$ cat config.mk
export PLATFORM = sky130hd
export DESIGN_NAME = pgx_translator
export DESIGN_NICKNAME = d
export VERILOG_FILES = /design/src/rtl/pgx_pkg.sv /design/src/rtl/pgx_page_regs.sv /design/src/rtl/pgx_guard.sv /design/src/rtl/pgx_xlate.sv /design/src/rtl/pgx_translator.sv
export SDC_FILE = /design/constraint.sdc
export NUM_CORES = 1
export LEC_CHECK = 0
export BUFFER_PORTS_ARGS = -buffer_cell sky130_fd_sc_hd__buf_4
export CELL_PAD_IN_SITES_DETAIL_PLACEMENT = 1
export CELL_PAD_IN_SITES_GLOBAL_PLACEMENT = 1
export CORE_MARGIN = 4
export CORE_UTILIZATION = 41
export CTS_BUF_LIST = sky130_fd_sc_hd__clkbuf_4 sky130_fd_sc_hd__clkbuf_8
export DETAILED_ROUTE_END_ITERATION = 6
export PLACE_DENSITY = 0.87
export SYNTH_ARGS = -nofsm -noshare
export SYNTH_HDL_FRONTEND = slang
export SYNTH_SLANG_ARGS = --single-unit
$ cat constraint.sdc
create_clock -name clk -period 1.3 [get_ports clk]
set_input_delay 0.065 -clock clk [delete_from_list [all_inputs] [get_ports clk]]
set_output_delay 0.065 -clock clk [all_outputs]
set_load 0.05 [all_outputs]
$ cat src/rtl/pgx_pkg.sv
package pgx_pkg;
  parameter int VA_W      = 16;
  parameter int PAGE_W    = 8;
  parameter int SEL_W     = 2;
  localparam int OFF_W    = VA_W - SEL_W;
  localparam int PA_W     = PAGE_W + OFF_W;
  localparam int NUM_PAGES = 1 << SEL_W;
  localparam int PAD_W    = PA_W - VA_W;

  typedef logic [PAGE_W-1:0] page_t;
  typedef logic [SEL_W-1:0]  sel_t;
  typedef logic [VA_W-1:0]   vaddr_t;
  typedef logic [PA_W-1:0]   paddr_t;

  function automatic sel_t page_select(input vaddr_t va);
    return va[VA_W-1 -: SEL_W];
  endfunction

  function automatic logic [OFF_W-1:0] page_offset(input vaddr_t va);
    return va[OFF_W-1:0];
  endfunction

  function automatic paddr_t compose_phys(input page_t pg, input vaddr_t va);
    return {pg, page_offset(va)};
  endfunction

  function automatic paddr_t flat_phys(input vaddr_t va);
    return {{PAD_W{1'b0}}, va};
  endfunction

  function automatic page_t reset_page(input int idx);
    return page_t'(idx);
  endfunction
endpackage

$ cat src/rtl/pgx_page_regs.sv
module pgx_page_regs
  import pgx_pkg::*;
(
  input  logic                             clk,
  input  logic                             rst_n,
  input  logic                             wr_en,
  input  sel_t                             wr_idx,
  input  page_t                            wr_data,
  input  sel_t                             rd_idx,
  output logic [NUM_PAGES-1:0][PAGE_W-1:0] pages_q,
  output page_t                            rd_data
);
  for (genvar g = 0; g < NUM_PAGES; g++) begin : g_page
    logic hit;
    assign hit = wr_en && (wr_idx == sel_t'(g));
    always_ff @(posedge clk or negedge rst_n) begin
      if (!rst_n)   pages_q[g] <= reset_page(g);
      else if (hit) pages_q[g] <= wr_data;
    end
  end

  assign rd_data = pages_q[rd_idx];

  AST_WRITE_LANDS: assert property (@(posedge clk) disable iff (!rst_n)
    wr_en |=> pages_q[$past(wr_idx)] == $past(wr_data));
  AST_NO_WRITE_HOLD: assert property (@(posedge clk) disable iff (!rst_n)
    !wr_en |=> pages_q == $past(pages_q));
endmodule

$ cat src/rtl/pgx_guard.sv
module pgx_guard
  import pgx_pkg::*;
(
  input  logic   clk,
  input  logic   rst_n,
  input  logic   req_valid,
  input  logic   dma_active,
  input  logic   pg_wr,
  input  vaddr_t vaddr,
  input  sel_t   pg_wr_idx,
  output logic   wr_en,
  output logic   wr_err
);
  logic wr_req;
  logic in_use_hit;

  assign wr_req     = req_valid && pg_wr;
  assign in_use_hit = !dma_active && (pg_wr_idx == page_select(vaddr));
  assign wr_err     = wr_req && in_use_hit;
  assign wr_en      = wr_req && !in_use_hit;

  AST_ERR_CAUSE: assert property (@(posedge clk) disable iff (!rst_n)
    wr_err |-> (req_valid && pg_wr && !dma_active));
  AST_DMA_NO_ERR: assert property (@(posedge clk) disable iff (!rst_n)
    dma_active |-> !wr_err);
endmodule

$ cat src/rtl/pgx_xlate.sv
module pgx_xlate
  import pgx_pkg::*;
(
  input  logic                             clk,
  input  logic                             rst_n,
  input  logic                             req_valid,
  input  logic                             dma_active,
  input  vaddr_t                           vaddr,
  input  logic [NUM_PAGES-1:0][PAGE_W-1:0] pages_q,
  output paddr_t                           phys_addr,
  output logic                             phys_valid,
  output logic                             bypass
);
  page_t sel_page;
  assign sel_page = pages_q[page_select(vaddr)];

  always_comb begin
    phys_addr = '0;
    if (req_valid) begin
      if (dma_active) phys_addr = flat_phys(vaddr);
      else            phys_addr = compose_phys(sel_page, vaddr);
    end
  end

  assign phys_valid = req_valid;
  assign bypass     = req_valid && dma_active;

  AST_BYPASS_FLAT: assert property (@(posedge clk) disable iff (!rst_n)
    bypass |-> (phys_addr[PA_W-1:VA_W] == '0 && phys_addr[VA_W-1:0] == vaddr));
  AST_IDLE_QUIET: assert property (@(posedge clk) disable iff (!rst_n)
    !req_valid |-> (phys_addr == '0 && !bypass));
  AST_OFFSET_KEPT: assert property (@(posedge clk) disable iff (!rst_n)
    (req_valid && !dma_active) |-> phys_addr[OFF_W-1:0] == vaddr[OFF_W-1:0]);
endmodule

$ cat src/rtl/pgx_translator.sv
module pgx_translator
  import pgx_pkg::*;
(
  input  logic        clk,
  input  logic        rst_n,
  input  logic        req_valid,
  input  logic [15:0] vaddr,
  input  logic        dma_active,
  input  logic        pg_wr,
  input  logic [1:0]  pg_wr_idx,
  input  logic [7:0]  pg_wr_data,
  input  logic [1:0]  rd_idx,
  output logic [7:0]  rd_data,
  output logic [21:0] phys_addr,
  output logic        phys_valid,
  output logic        bypass,
  output logic        wr_err
);
  logic                             wr_en;
  logic [NUM_PAGES-1:0][PAGE_W-1:0] pages_q;

  pgx_guard u_guard (
    .clk(clk), .rst_n(rst_n), .req_valid(req_valid), .dma_active(dma_active),
    .pg_wr(pg_wr), .vaddr(vaddr), .pg_wr_idx(pg_wr_idx),
    .wr_en(wr_en), .wr_err(wr_err)
  );

  pgx_page_regs u_regs (
    .clk(clk), .rst_n(rst_n), .wr_en(wr_en), .wr_idx(pg_wr_idx),
    .wr_data(pg_wr_data), .rd_idx(rd_idx), .pages_q(pages_q), .rd_data(rd_data)
  );

  pgx_xlate u_xlate (
    .clk(clk), .rst_n(rst_n), .req_valid(req_valid), .dma_active(dma_active),
    .vaddr(vaddr), .pages_q(pages_q), .phys_addr(phys_addr),
    .phys_valid(phys_valid), .bypass(bypass)
  );

  AST_REFUSED_HOLDS: assert property (@(posedge clk) disable iff (!rst_n)
    wr_err |=> pages_q[$past(pg_wr_idx)] == $past(pages_q[pg_wr_idx]));
  AST_VALID_TRACK: assert property (@(posedge clk) disable iff (!rst_n)
    phys_valid == req_valid);
endmodule

==> results of run 1 <==
-- what timing repair did --
item / in CTS / in global routing
buffers inserted: 13 / 3
resized for setup: 27 / 10
setup endpoints to repair: 16 / 16
hold endpoints to repair: 28 / 0
hold buffers: 1 / 0
pin swaps: 5 / 1
-- logic make-up after synthesis --
group	count (synthesis)	share of synthesized area, %
AO/OA/AOI/OAI	6	3.83
buffers and inverters	12	3.57
XOR/XNOR	2	0.910
multiplexers	50	38.9
flip-flops	32	41.8
AND/OR/NAND/NOR	32	11.0
-- cells in the mapped netlist --
master	count	share of area, %
sky130_fd_sc_hd__a211oi_4	1	1.0
sky130_fd_sc_hd__a311oi_4	1	1.4
sky130_fd_sc_hd__and2_1	15	4.9
sky130_fd_sc_hd__and3_1	4	1.3
sky130_fd_sc_hd__and3_2	2	0.78
sky130_fd_sc_hd__buf_1	1	0.19
sky130_fd_sc_hd__buf_2	4	1.0
sky130_fd_sc_hd__buf_4	1	0.39
sky130_fd_sc_hd__buf_6	2	1.2
sky130_fd_sc_hd__clkbuf_1	2	0.39
sky130_fd_sc_hd__dfrtp_1	28	36
sky130_fd_sc_hd__dfstp_2	4	5.5
sky130_fd_sc_hd__inv_1	2	0.39
sky130_fd_sc_hd__mux2_2	26	15
sky130_fd_sc_hd__mux2_4	8	6.2
sky130_fd_sc_hd__mux2i_1	2	1.0
sky130_fd_sc_hd__mux4_2	14	16
sky130_fd_sc_hd__nand2_1	3	0.58
sky130_fd_sc_hd__nand2_4	1	0.58
sky130_fd_sc_hd__nand3_1	1	0.26
sky130_fd_sc_hd__nor2_1	1	0.19
sky130_fd_sc_hd__nor3_1	2	0.52
sky130_fd_sc_hd__nor3b_1	1	0.39
sky130_fd_sc_hd__nor4_4	1	1.1
sky130_fd_sc_hd__o211ai_1	2	0.78
sky130_fd_sc_hd__o21ai_0	1	0.26
sky130_fd_sc_hd__o31ai_1	1	0.39
sky130_fd_sc_hd__or4_1	1	0.39
sky130_fd_sc_hd__xnor2_1	1	0.45
sky130_fd_sc_hd__xor2_1	1	0.45
-- through the flow --
step                TNS (ps)  util, %  instances
floorplan              -53.7        -        134
global placement       -1280     58.0        259
detailed placement     -2830     58.0        259
CTS                    -3190     65.1        281
global route           -3910     66.5        284
finish                 -3330     66.5        284
-- report_power, final --
part | internal (mW) | total (mW) | leakage [nW] | switching [mW]
Combinational | 1.02 | 1.93 | 0.932 | 0.918
Sequential | 1.25 | 1.42 | 0.379 | 0.170
Clock | 0.504 | 0.848 | 0.0549 | 0.345
-- cell usage in the layout, fill, tap and decap left out, types with 3 or more instances in the layout --
cell	synthesis	final
sky130_fd_sc_hd__and2_1	15	15
sky130_fd_sc_hd__and3_4	0	6
sky130_fd_sc_hd__buf_4	1	77
sky130_fd_sc_hd__buf_6	2	12
sky130_fd_sc_hd__buf_8	0	9
sky130_fd_sc_hd__clkbuf_8	0	7
sky130_fd_sc_hd__dfrtp_1	28	28
sky130_fd_sc_hd__dfstp_2	4	4
sky130_fd_sc_hd__mux2_2	26	25
sky130_fd_sc_hd__mux2_4	8	9
sky130_fd_sc_hd__mux4_2	14	14
sky130_fd_sc_hd__nand2_1	3	3
-- cell type report --
cell class / count / area, um2
fill: 442 / 1490
timing repair buffer: 100 / 878
inverter: 2 / 7.51
sequential: 32 / 806
clock buffer: 8 / 104
tap: 52 / 65.1
multi-input combinational: 90 / 1100
-- final timing paths --
path | from | end | slack, ps | cells past startpoint
worst min register to register | u_regs.pages_q[28] | u_regs.pages_q[28] | 540 | 1
worst max-delay path | u_regs.pages_q[5] | phys_addr[19] | -290 | 3
max in group asynchronous | rst_n | u_regs.pages_q[8] | 690 | 2
worst max register to register | u_regs.pages_q[29] | u_regs.pages_q[29] | 290 | 3
min in group asynchronous | rst_n | u_regs.pages_q[18] | 290 | 2
worst min-delay path | pg_wr_data[3] | u_regs.pages_q[3] | 50 | 2
-- critical path, stage by stage (launching register included) --
cell                      delay [ps]
sky130_fd_sc_hd__dfrtp_1         400
sky130_fd_sc_hd__mux4_2          490
sky130_fd_sc_hd__and3_4          210
sky130_fd_sc_hd__buf_8           150
-- per-layer routing --
layer  vias up  global-route usage [%]  share of wire, %
met5         -                       0                 0
met4         0                    5.07               1.2
met2        79                    40.5                51
li1        693                       -                 -
met3         8                    4.96               6.8
met1       820                    24.8                41
==> insert_results.sql, run 1 <==
INSERT INTO impl_metrics (metric_group, metric, value, unit) VALUES
('hold_path', 'holdCritPathClass', 'in2reg', ''),
('yosys', 'post_synth_num_cell_types', '30', ''),
('routing', 'routed_wire_length', '6400', 'um'),
('routing', 'ant_nets', '0', ''),
('flow_run', 'maxCapViolCount', '0', ''),
('sta', 'fin_crit', '1590', 'ps'),
('layout', 'post-route-cell-area', '2960', 'um2'),
('floorplan', 'starting_density_of_the_core', '43.3', '%'),
('worst_setup_path', 'critical_path.max_fanout', '2', ''),
('routing', 'post_drt_wl_per_cell', '22.5', 'um'),
('sta', 'achievable-frequency', '629', 'MHz'),
('global_route', 'grt_pass1_vias', '1866', ''),
('global_route', 'grt_overflow', '0', ''),
('yosys', 'yosysWarnings', '0', ''),
('routing', 'number_of_drc_markers_in_iteration_0', '32', ''),
('clock_network', 'cts-root-to-sink-buffers', '2', ''),
('global_route', 'grtUsageTotal', '21.7', '%'),
('floorplan', 'fp.dieArea', '5860', 'um2'),
('place', 'globalplace.congestion', '0.799', ''),
('layout', 'reg.largest.list', 'u_regs.pages_q: 32 flops', ''),
('sta', 'finalMaxSlewViolations', '0', ''),
('sta', 'setup_ws', '-291', 'ps'),
('global_route', 'grt_antenna_before_repair', '0', ''),
('clock_network', 'ctsRootBufferMaster', 'sky130_fd_sc_hd__clkbuf_8', ''),
('layout', 'largest_register_ff_count', '32', ''),
('worst_setup_path', 'critical_path_data_required_time', '1240', 'ps'),
('clock_network', 'clkSlewWorstSetupHoldPaths', '70', 'ps'),
('clock_network', 'cts_made_buffers', '5', ''),
('sta', 'finalClockSkew', '0', 'ps'),
('clock_network', 'clk_latency', '270', 'ps'),
('yosys', 'mappedNetlistArea', '1930', 'um2'),
('clock_network', 'tritoncts', 'done', ''),
('sta', 'tightest_slew', '642', 'ps'),
('worst_setup_path', 'critPathArrivalTime', '1530', 'ps'),
('outcome', 'failed_checks', 'negative setup slack', ''),
('sta', 'setup_repair_after_global_routing_missed_its_margin', 'yes', ''),
('routing', 'vias_per_cell', '5.63', ''),
('yosys', 'synth_seq_cells', '32', ''),
('place', 'io_buffers', '65', ''),
('worst_setup_path', 'criticalPathCategory', 'reg2out', ''),
('global_route', 'grt_max_degree', '33', ''),
('yosys', 'mappedNetlistNets', '167', ''),
('yosys', 'mean_area_per_synthesized_cell', '14.4', 'um2'),
('sta', 'setup_viol_count_final', '16', ''),
('power_and_ir_drop', 'max-vdd-ir-drop', '1070', 'uV'),
('floorplan', 'placementRows', '24', ''),
('floorplan', 'io-pin-count', '66', ''),
('yosys', 'post_synth_inst_count', '134', ''),
('layout', 'area_growth_from_synthesis_to_final_layout', '53.5', '%'),
('place', 'dp_slack', '-183', 'ps'),
('routing', 'drt_drc_violations_left', '0', ''),
('sta', 'hold_ws', '46.6', 'ps'),
('layout', 'fraction_of_layout_cells_with_a_size_suffix_above_1', '74.1', '%'),
('place', 'detailed_place.area', '2580', 'um2'),
('layout', 'design.final.nets', '264', ''),
('power_and_ir_drop', 'cellLeakagePower', '1.37', 'nW'),
('global_route', 'global_route_wire_length_before_repair', '9870', 'um'),
('layout', 'top_register', 'u_regs.pages_q', ''),
('floorplan', 'dieWidth', '76.5', 'um'),
('clock_network', 'clock_sink_count', '32', ''),
('routing', 'route.vias.total', '1600', ''),
('worst_setup_path', 'worst_setup_path_start_kind', 'flop', ''),
('sta', 'min_period_over_period', '122', '%'),
('power_and_ir_drop', 'finalPower', '4.21', 'mW'),
('yosys', 'synth-seq-area-share', '41.8', '%'),
('place', 'detailed_place_hpwl', '4390', 'um'),
('worst_setup_path', 'timing.critical_path.to_type', 'output pin', ''),
('routing', 'drtPass1Iterations', '4', ''),
('power_and_ir_drop', 'pwr_density', '1420', 'nW/um2'),
('sta', 'maxSlewHeadroom', '56.9', '%'),
('sta', 'finalHoldViolations', '0', ''),
('outcome', 'outcome', 'complete, but fails checks', ''),
('floorplan', 'die_y', '76.5', 'um'),
('clock_network', 'htreeDepth', '2', ''),
('floorplan', 'core', '4440', 'um2'),
('layout', 'n_antenna_cell', '0', '');
Note: power is estimated with default switching activity, not from simulation.
==> run 2, diff against run 1 <==
--- a/config.mk
+++ b/config.mk
@@ -5,13 +5,13 @@
 export SDC_FILE = /design/constraint.sdc
 export NUM_CORES = 1
 export LEC_CHECK = 0
-export BUFFER_PORTS_ARGS = -buffer_cell sky130_fd_sc_hd__buf_4
 export CELL_PAD_IN_SITES_DETAIL_PLACEMENT = 1
 export CELL_PAD_IN_SITES_GLOBAL_PLACEMENT = 1
 export CORE_MARGIN = 4
-export CORE_UTILIZATION = 41
+export CORE_UTILIZATION = 52
 export CTS_BUF_LIST = sky130_fd_sc_hd__clkbuf_4 sky130_fd_sc_hd__clkbuf_8
 export DETAILED_ROUTE_END_ITERATION = 6
+export DONT_BUFFER_PORTS = 1
 export PLACE_DENSITY = 0.87
 export SYNTH_ARGS = -nofsm -noshare
 export SYNTH_HDL_FRONTEND = slang
==> constraint.sdc (replaced) <==
create_clock -name clk -period 1.3 [get_ports clk]
set_input_delay 0.26 -clock clk [delete_from_list [all_inputs] [get_ports clk]]
set_output_delay 0.26 -clock clk [all_outputs]
set_load 0.05 [all_outputs]
==> run 2 against run 1 <==
Against the previous run:
- the run still ends with negative setup slack left
- clock power up 16%
- global-route usage up 7.1 points
- core utilization up 7.0 points
- register-to-register slack worse by 140 ps
- wire length up 1.2%
- critical endpoint is now phys_addr[15]
- largest cell class unchanged
- largest power group unchanged
==> insert_results.sql, run 2 (synthesis gave the netlist of run 1 again) <==
INSERT INTO impl_metrics (metric_group, metric, value, unit) VALUES
('sta', 'setup_viol_count_final', '16', ''),
('floorplan', 'core', '3440', 'um2'),
('worst_setup_path', 'critical_path.max_fanout', '2', ''),
('power_and_ir_drop', 'finalPower', '3.92', 'mW'),
('clock_network', 'clk_latency', '280', 'ps'),
('global_route', 'grtUsageTotal', '28.7', '%'),
('sta', 'setup_repair_after_global_routing_missed_its_margin', 'yes', ''),
('layout', 'post-route-cell-area', '2530', 'um2'),
('sta', 'maxSlewHeadroom', '74.7', '%'),
('power_and_ir_drop', 'p_sw_share', '34.6', '%'),
('sta', 'finalHoldViolations', '0', ''),
('layout', 'layout_commonest_cell', 'sky130_fd_sc_hd__buf_4', ''),
('routing', 'routed_wire_length', '6480', 'um'),
('sta', 'fin_crit', '1860', 'ps'),
('worst_setup_path', 'timing.critical_path.slowest_stage_cell', 'sky130_fd_sc_hd__dfstp_2', ''),
('worst_setup_path', 'critical_path_data_required_time', '1040', 'ps'),
('worst_setup_path', 'timing.critical_path.to_type', 'output pin', ''),
('clock_network', 'cts-root-to-sink-buffers', '2', ''),
('power_and_ir_drop', 'share_comb_of_total_power', '37.6', '%'),
('global_route', 'grt_max_degree', '33', ''),
('clock_network', 'cts_made_buffers', '5', ''),
('place', 'globalplace.congestion', '0.742', ''),
('global_route', 'global_route_wire_length_before_repair', '9230', 'um'),
('sta', 'tightest_slew', '378', 'ps'),
('clock_network', 'clkSlewWorstSetupHoldPaths', '80', 'ps'),
('outcome', 'outcome', 'complete, but fails checks', ''),
('clock_network', 'htreeDepth', '2', ''),
('place', 'dp_slack', '-190', 'ps'),
('power_and_ir_drop', 'power_frac_seq', '37.4', '%'),
('worst_setup_path', 'worstPathCellList', 'mux2_4 -> o211ai_1 -> o31ai_4 -> buf_12', ''),
('floorplan', 'die_y', '68.9', 'um'),
('power_and_ir_drop', 'p_int', '2.56', 'mW'),
('worst_setup_path', 'criticalPathCategory', 'reg2out', ''),
('global_route', 'grt_pass1_vias', '1592', ''),
('place', 'detailed_place_hpwl', '4160', 'um'),
('place', 'io_buffers', '0', ''),
('layout', 'fraction_of_layout_cells_with_a_size_suffix_above_1', '68.0', '%'),
('sta', 'hold_ws', '110', 'ps'),
('sta', 'finalClockSkew', '0', 'ps'),
('power_and_ir_drop', 'max-vdd-ir-drop', '972', 'uV'),
('routing', 'number_of_drc_markers_in_iteration_0', '72', ''),
('worst_setup_path', 'family_with_the_most_delay_on_the_worst_path', 'compound AO/OA/AOI/OAI gates', ''),
('global_route', 'grt_overflow', '0', ''),
('power_and_ir_drop', 'p_switching', '1.35', 'mW'),
('worst_setup_path', 'largest_stage_delay_on_the_critical_path', '380', 'ps'),
('worst_setup_path', 'cp_num_cells', '4', ''),
('sta', 'achievable-frequency', '537', 'MHz'),
('floorplan', 'io-pin-count', '66', ''),
('routing', 'drt_drc_violations_left', '0', ''),
('floorplan', 'fp.dieArea', '4740', 'um2'),
('place', 'detailed_place.area', '2310', 'um2'),
('worst_setup_path', 'worst_setup_path_start_kind', 'flop', ''),
('layout', 'largest_register_ff_count', '32', ''),
('routing', 'ant_nets', '0', ''),
('clock_network', 'ctsRootBufferMaster', 'sky130_fd_sc_hd__clkbuf_8', ''),
('floorplan', 'starting_density_of_the_core', '55.9', '%'),
('clock_network', 'tritoncts', 'done', ''),
('layout', 'reg.largest.list', 'u_regs.pages_q: 32 flops', ''),
('layout', 'final_cell_mix', 'sky130_fd_sc_hd__buf_4, sky130_fd_sc_hd__dfrtp_1, sky130_fd_sc_hd__mux2_4', ''),
('flow_run', 'maxCapViolCount', '0', ''),
('global_route', 'grt_antenna_before_repair', '0', ''),
('sta', 'setup_ws', '-561', 'ps'),
('layout', 'design.final.nets', '207', ''),
('floorplan', 'dieWidth', '68.9', 'um'),
('worst_setup_path', 'critPathArrivalTime', '1600', 'ps'),
('power_and_ir_drop', 'pwr_density', '1550', 'nW/um2'),
('layout', 'area_growth_from_synthesis_to_final_layout', '31.5', '%'),
('sta', 'finalMaxSlewViolations', '0', ''),
('routing', 'route.vias.total', '1382', ''),
('worst_setup_path', 'reg2reg_slack', '150', 'ps'),
('clock_network', 'clock_sink_count', '32', ''),
('routing', 'drtPass1Iterations', '4', ''),
('power_and_ir_drop', 'part_of_the_total_power_dissipated_in_the_clock_network', '25.0', '%'),
('outcome', 'failed_checks', 'negative setup slack', ''),
('routing', 'vias_per_cell', '6.25', ''),
('floorplan', 'placementRows', '21', ''),
('hold_path', 'hold_path_depth', '1', ''),
('power_and_ir_drop', 'cellLeakagePower', '1.11', 'nW'),
('hold_path', 'holdCritPathClass', 'in2reg', ''),
('routing', 'post_drt_wl_per_cell', '29.3', 'um'),
('layout', 'n_antenna_cell', '0', ''),
('layout', 'top_register', 'u_regs.pages_q', ''),
('worst_setup_path', 'r2r_depth', '4', ''),
('worst_setup_path', 'worst-path-buf-inv', '1', ''),
('sta', 'min_period_over_period', '143', '%');
run 2: repair_timing:
action / CTS / global route
endpoints found under the setup margin: 17 / 16
gates resized for setup: 3 / 1
endpoints found under the hold margin: 32 / 0
hold buffers: 2 / 0
pin swaps: 5 / 0
buffers inserted: 6 / 4
run 2: worst paths after layout:
path                                      end               start
hold reg to reg            u_regs.pages_q[22]  u_regs.pages_q[22]
min in group asynchronous   u_regs.pages_q[5]               rst_n
max in group asynchronous  u_regs.pages_q[25]               rst_n
setup / recovery                phys_addr[15]  u_regs.pages_q[17]
hold / removal              u_regs.pages_q[4]       pg_wr_data[4]
setup reg to reg           u_regs.pages_q[27]  u_regs.pages_q[27]
run 2: final cells by class:
type	instances	area [um2]
multi-input cells	90	1180
flip-flops and latches	32	806
clock inverters	2	35.0
clock buffers	6	76.3
inverters	2	11.3
fillers	293	910
repair buffers	43	367
well taps	46	57.6
run 2: stage by stage:
stage	setup TNS (ps)	std cells	util [%]
global route	-6090	221	73.6
detailed placement	-1490	202	67.2
floorplan	-3510	134	-
CTS	-5610	218	72.9
finish	-5630	221	73.6
global placement	-908	202	67.2
run 2: per-layer routing:
layer / share of wire, % / routed length [um] / track usage, %
met5: 0 / 0 / 0
met4: 3.0 / 192 / 15.1
met3: 7.5 / 488 / 7.46
met2: 52 / 3360 / 50.2
met1: 38 / 2440 / 31.9
run 2: power groups by stage:
stage	combinational, mW	clock [mW]	sequential, mW
3_5_place_dp	1.31	0	1.46
6_report	1.47	0.980	1.46
3_3_place_gp	1.26	0	1.41
4_1_cts	1.44	0.993	1.45
2_1_floorplan	1.16	0	1.38
5_1_grt	1.54	1.04	1.49
